$ cat config.mk
export PLATFORM = sky130hd
export DESIGN_NAME = wp_status_unit
export DESIGN_NICKNAME = d
export VERILOG_FILES = /design/src/rtl/wpstat_pkg.sv /design/src/rtl/wpstat_ctrl.sv /design/src/rtl/wpstat_regs.sv /design/src/rtl/wp_status_unit.sv
export SDC_FILE = /design/constraint.sdc
export NUM_CORES = 1
export LEC_CHECK = 0
export BUFFER_PORTS_ARGS = -buffer_cell sky130_fd_sc_hd__buf_4
export CAP_MARGIN = 20
export CELL_PAD_IN_SITES_DETAIL_PLACEMENT = 0
export CELL_PAD_IN_SITES_GLOBAL_PLACEMENT = 2
export CORE_UTILIZATION = 20
export DETAILED_ROUTE_END_ITERATION = 7
export PLACE_DENSITY = 0.88
export SLEW_MARGIN = 0
export SYNTH_ARGS = -nofsm -noshare
export SYNTH_HDL_FRONTEND = slang
export SYNTH_SLANG_ARGS = --single-unit
$ cat constraint.sdc
create_clock -name clk -period 2.45 [get_ports clk]
set_clock_uncertainty 0.05 [all_clocks]
set_input_delay 0.6125 -clock clk [delete_from_list [all_inputs] [get_ports clk]]
set_output_delay 0.6125 -clock clk [all_outputs]
set_load 0.1 [all_outputs]
$ cat src/rtl/wpstat_pkg.sv
package wpstat_pkg;
  // Strobes from the control half to the register half.
  typedef struct packed {
    logic setLatch;
    logic clearLatch;
    logic loadShadow;
    logic commit;
  } dpStrobe_t;
endpackage

$ cat src/rtl/wpstat_ctrl.sv
module wpstat_ctrl
  import wpstat_pkg::*;
(
  input  logic      clk,
  input  logic      rstN,
  input  logic      cmdWrEnable,
  input  logic      cmdWrDisable,
  input  logic      cmdStatusWr,
  input  logic      cmdArrayWr,
  input  logic      wpN,
  input  logic      cycleDone,
  input  logic      latch,
  input  logic      lockBit,
  input  logic      inRegion,
  output dpStrobe_t strobe,
  output logic      busy,
  output logic      statusAccept,
  output logic      statusReject,
  output logic      arrayAccept,
  output logic      arrayReject
);
  logic pendStatus;
  logic hwLock;
  logic endCycle;

  assign hwLock   = lockBit && !wpN;
  assign endCycle = cycleDone && busy;

  always_comb begin
    statusAccept = cmdStatusWr && latch && !busy && !hwLock;
    statusReject = cmdStatusWr && !statusAccept;
    arrayAccept  = cmdArrayWr && latch && !busy && !inRegion;
    arrayReject  = cmdArrayWr && !arrayAccept;
  end

  always_comb begin
    strobe.setLatch   = cmdWrEnable;
    strobe.clearLatch = cmdWrDisable || endCycle;
    strobe.loadShadow = statusAccept;
    strobe.commit     = endCycle && pendStatus;
  end

  always_ff @(posedge clk or negedge rstN) begin
    if (!rstN) begin
      busy       <= 1'b0;
      pendStatus <= 1'b0;
    end else if (statusAccept || arrayAccept) begin
      busy       <= 1'b1;
      pendStatus <= statusAccept;
    end else if (endCycle) begin
      busy       <= 1'b0;
      pendStatus <= 1'b0;
    end
  end
endmodule

$ cat src/rtl/wpstat_regs.sv
module wpstat_regs
  import wpstat_pkg::*;
#(
  parameter int MEM_BYTES = 2048,
  parameter int ADDR_W    = 11,
  parameter int PAGE_W    = 6
) (
  input  logic              clk,
  input  logic              rstN,
  input  dpStrobe_t         strobe,
  input  logic [7:0]        statusData,
  input  logic [PAGE_W-1:0] pageAddr,
  input  logic              busy,
  output logic              latch,
  output logic              lockBit,
  output logic              inRegion,
  output logic [7:0]        statusByte,
  output logic              protActive,
  output logic [ADDR_W-1:0] protLow,
  output logic [ADDR_W-1:0] protHigh
);
  localparam int OFS_W = ADDR_W - PAGE_W;

  logic [1:0]        blockSel;
  logic              shadowLock;
  logic [1:0]        shadowSel;
  logic [ADDR_W-1:0] pageStart;

  always_ff @(posedge clk or negedge rstN) begin
    if (!rstN) begin
      latch <= 1'b0;
    end else if (strobe.clearLatch) begin
      latch <= 1'b0;
    end else if (strobe.setLatch) begin
      latch <= 1'b1;
    end
  end

  always_ff @(posedge clk or negedge rstN) begin
    if (!rstN) begin
      shadowLock <= 1'b0;
      shadowSel  <= 2'b00;
    end else if (strobe.loadShadow) begin
      shadowLock <= statusData[7];
      shadowSel  <= statusData[3:2];
    end
  end

  always_ff @(posedge clk or negedge rstN) begin
    if (!rstN) begin
      lockBit  <= 1'b0;
      blockSel <= 2'b00;
    end else if (strobe.commit) begin
      lockBit  <= shadowLock;
      blockSel <= shadowSel;
    end
  end

  always_comb begin
    case (blockSel)
      2'b01:   protLow = ADDR_W'(MEM_BYTES - MEM_BYTES / 4);
      2'b10:   protLow = ADDR_W'(MEM_BYTES / 2);
      default: protLow = '0;
    endcase
  end

  assign protHigh   = ADDR_W'(MEM_BYTES - 1);
  assign protActive = (blockSel != 2'b00);
  assign pageStart  = {pageAddr, {OFS_W{1'b0}}};
  assign inRegion   = protActive && (pageStart >= protLow);
  assign statusByte = {lockBit, 3'b000, blockSel, latch, busy};
endmodule

$ cat src/rtl/wp_status_unit.sv
module wp_status_unit
  import wpstat_pkg::*;
#(
  parameter  int MEM_BYTES  = 2048,
  parameter  int PAGE_BYTES = 32,
  localparam int ADDR_W     = $clog2(MEM_BYTES),
  localparam int PAGE_W     = ADDR_W - $clog2(PAGE_BYTES)
) (
  input  logic              clk,
  input  logic              rstN,
  input  logic              cmdWrEnable,
  input  logic              cmdWrDisable,
  input  logic              cmdStatusWr,
  input  logic [7:0]        statusData,
  input  logic              cmdArrayWr,
  input  logic [PAGE_W-1:0] pageAddr,
  input  logic              wpN,
  input  logic              cycleDone,
  output logic [7:0]        statusByte,
  output logic              statusAccept,
  output logic              statusReject,
  output logic              arrayAccept,
  output logic              arrayReject,
  output logic              protActive,
  output logic [ADDR_W-1:0] protLow,
  output logic [ADDR_W-1:0] protHigh
);
  dpStrobe_t strobe;
  logic      busy;
  logic      latch;
  logic      lockBit;
  logic      inRegion;

  wpstat_ctrl u_ctrl (
    .clk(clk), .rstN(rstN),
    .cmdWrEnable(cmdWrEnable), .cmdWrDisable(cmdWrDisable),
    .cmdStatusWr(cmdStatusWr), .cmdArrayWr(cmdArrayWr),
    .wpN(wpN), .cycleDone(cycleDone),
    .latch(latch), .lockBit(lockBit), .inRegion(inRegion),
    .strobe(strobe), .busy(busy),
    .statusAccept(statusAccept), .statusReject(statusReject),
    .arrayAccept(arrayAccept), .arrayReject(arrayReject)
  );

  wpstat_regs #(.MEM_BYTES(MEM_BYTES), .ADDR_W(ADDR_W), .PAGE_W(PAGE_W)) u_regs (
    .clk(clk), .rstN(rstN), .strobe(strobe),
    .statusData(statusData), .pageAddr(pageAddr), .busy(busy),
    .latch(latch), .lockBit(lockBit), .inRegion(inRegion),
    .statusByte(statusByte), .protActive(protActive),
    .protLow(protLow), .protHigh(protHigh)
  );
endmodule

==> results.cfg <==
[status]
status = finished with violations
violations = setup timing

[cells_and_area]
fillers = 368
layout-drive-gt1-share_pct = 53.4
final_cell_mix = 30 x buf_4, 23 x conb_1, 7 x dfrtp_1
layout_commonest_cell = buf_4
finish.utilization_pct = 29.3
stdcell_area_um2 = 986
fin_nets = 130
areaGrowthSynthToFinish_pct = 39.0
n_antenna_cell = 0

[synth]
ys_ff_latch = 9
netlist_instances = 73
ys_warn_count = 0
synth_seq_area_share_pct = 31.7
synth_cell_type_count = 20
postSynthAreaPerCell_um2 = 9.72
netlist_area_um2 = 709

[sta]
finalSetupViolations = 2
fmax_mhz = 385
report.final.slew_viol_count = 0
period_share_pct = 106
hold_viol = 0
rsz0062_at_grt = true
worst_slack_ns = -0.148
period_needed_ns = 2.60

[cts]
cts_sinks = 9
cts_buffer_depth = 2
htreeDepth = 1
root_buffer = clkbuf_4
cts_buffers = 3
tritoncts = built
path_clk_slew_ns = 0.05
clk_latency_ns = 0.25

[floorplan]
dieArea_um2 = 3790
start_util_pct = 21.1
row_count = 21
die_h_um = 61.6
coreArea_um2 = 3360
fp.dieW_um = 61.6
io_pins = 57

[critical_path]
endpoint_kind = output pin
crit_path_max_fanout = 4
worstSetupPathType = reg2out
path_cells = inv_2, ha_4, inv_2, ha_4, a21oi_2, a41oi_2, buf_4, clkinvlp_4, buf_12
crit_path_start_kind = register
cp.required_ns = 1.79
rrSetupSlack_ns = 0.52
arrival_ns = 1.94
cpPeakStageDelay_ns = 0.43
crit_slowest_cell = dfrtp_4

[global_routing]
grt_pass1_wl_um = 1670
use_met1_pct = 4.85
antenna_found_initial = 0
met2_usage_pct = 13.1
grt_usage_pct = 6.62
met3_usage_pct = 1.05
first_global_vias = 427
grt.overflow.total = 0
grt_start_max_net_pins = 10
grt_busiest_layer = met2

[detailed_routing]
routed_wl_um = 1170
wire_per_inst_um = 7.85
via_per_inst = 3.52
drc = 0
drt-initial-drc-count = 11
vias = 525
drt_first_pass_iters = 4
drtAntennaViolNets = 0

[place]
dpl.hpwl_um = 1070
port_buffers = 28
placed_area_um2 = 920
place.gp.congestion = 0.612

[run]
maxCapViolations = 0

[worst_hold_path]
hold_class = in2async
cell usage after synthesis:
library cell | count | share of area, %
a21oi_1 | 2 | 1.4
o21ai_0 | 1 | 0.70
ha_1 | 4 | 7.1
and2_1 | 1 | 0.88
nor4_2 | 1 | 1.8
conb_1 | 2 | 1.1
buf_4 | 26 | 28
nand2_1 | 2 | 1.1
mux2_4 | 3 | 6.3
dfrtp_1 | 9 | 32
nor2b_1 | 2 | 1.8
inv_1 | 8 | 4.2
mux2_2 | 3 | 4.8
and3_1 | 2 | 1.8
nand3_1 | 2 | 1.4
nor2_1 | 1 | 0.53
a41oi_2 | 1 | 2.3
nand2b_1 | 1 | 0.88
buf_6 | 1 | 1.6
a31o_1 | 1 | 1.2
layer usage:
| metal | wire (um) | vias up | share of wire [%] |
|---|---|---|---|
| li1 | - | 244 | - |
| met1 | 359 | 238 | 31 |
| met2 | 636 | 39 | 54 |
| met3 | 127 | 4 | 11 |
| met4 | 46 | 0 | 3.9 |
| met5 | 0 | - | 0 |
flip-flops by register name, indices dropped and copies added, names as in the netlist:
signal             cells
u_regs.shadowSel       2
u_regs.blockSel        2
u_regs.shadowLock      1
u_regs.lockBit         1
u_ctrl.pendStatus      1
u_ctrl.busy            1
u_regs.latch           1
cell type report:
cell class | instances | area (um2) | share of cell area [%]
repair buffers | 32 | 265 | 26.9
inverters | 8 | 36.3 | 3.68
clock buffers | 4 | 26.3 | 2.66
flip-flops and latches | 9 | 233 | 23.6
multi-input cells | 50 | 368 | 37.3
well taps | 46 | 57.6 | 5.84
what timing repair did:
item	CTS	global route
endpoints found under the setup margin	2	2
pin swaps	1	0
resized for setup	6	0
setup buffers	2	0
hold buffers	0	0
worst paths after layout:
check / endpoint / from / cells past startpoint
setup / recovery: arrayAccept / u_regs.blockSel[0] / 9
min in group clk: u_ctrl.pendStatus / u_ctrl.pendStatus / 1
hold reg to reg: u_ctrl.pendStatus / u_ctrl.pendStatus / 1
max in group asynchronous: u_regs.blockSel[1] / rstN / 1
hold / removal: u_ctrl.busy / rstN / 1
setup reg to reg: u_ctrl.pendStatus / u_regs.blockSel[0] / 9
critical path, delay by kind of cell (launching register included):
kind | cells | cell delay [ns]
buffers and inverters | 5 | 0.49
DFF | 1 | 0.43
adders and majority gates | 2 | 0.51
AOI/OAI and AO/OA | 2 | 0.25
logic make-up (layout without fill, tap and decap cells):
logic type               after synthesis  in the layout  synth area share, %
AO/OA/AOI/OAI                          5              5                 5.64
flip-flops                             9              9                 31.7
buffers and inverters                 35             44                 33.3
multiplexers                           6              6                 11.1
other                                  2             23                 1.06
adder cells (fa/ha/maj)                4              4                 7.05
AND/OR/NAND/NOR                       12             12                 10.1
stage by stage:
step	setup TNS [ns]	std cells	setup slack, ns	hold WS, ns
2_1_floorplan	-0.956	94	-0.530	0.267
3_3_place_gp	0	143	0.00342	0.386
3_5_place_dp	0	143	0.00528	0.389
4_1_cts	-0.265	149	-0.161	0.118
5_1_grt	-0.430	149	-0.245	0.112
6_report	-0.239	149	-0.148	0.122
Power is not shown: default switching activity piles up to over one toggle a cycle in this logic, so the estimate is an artifact.
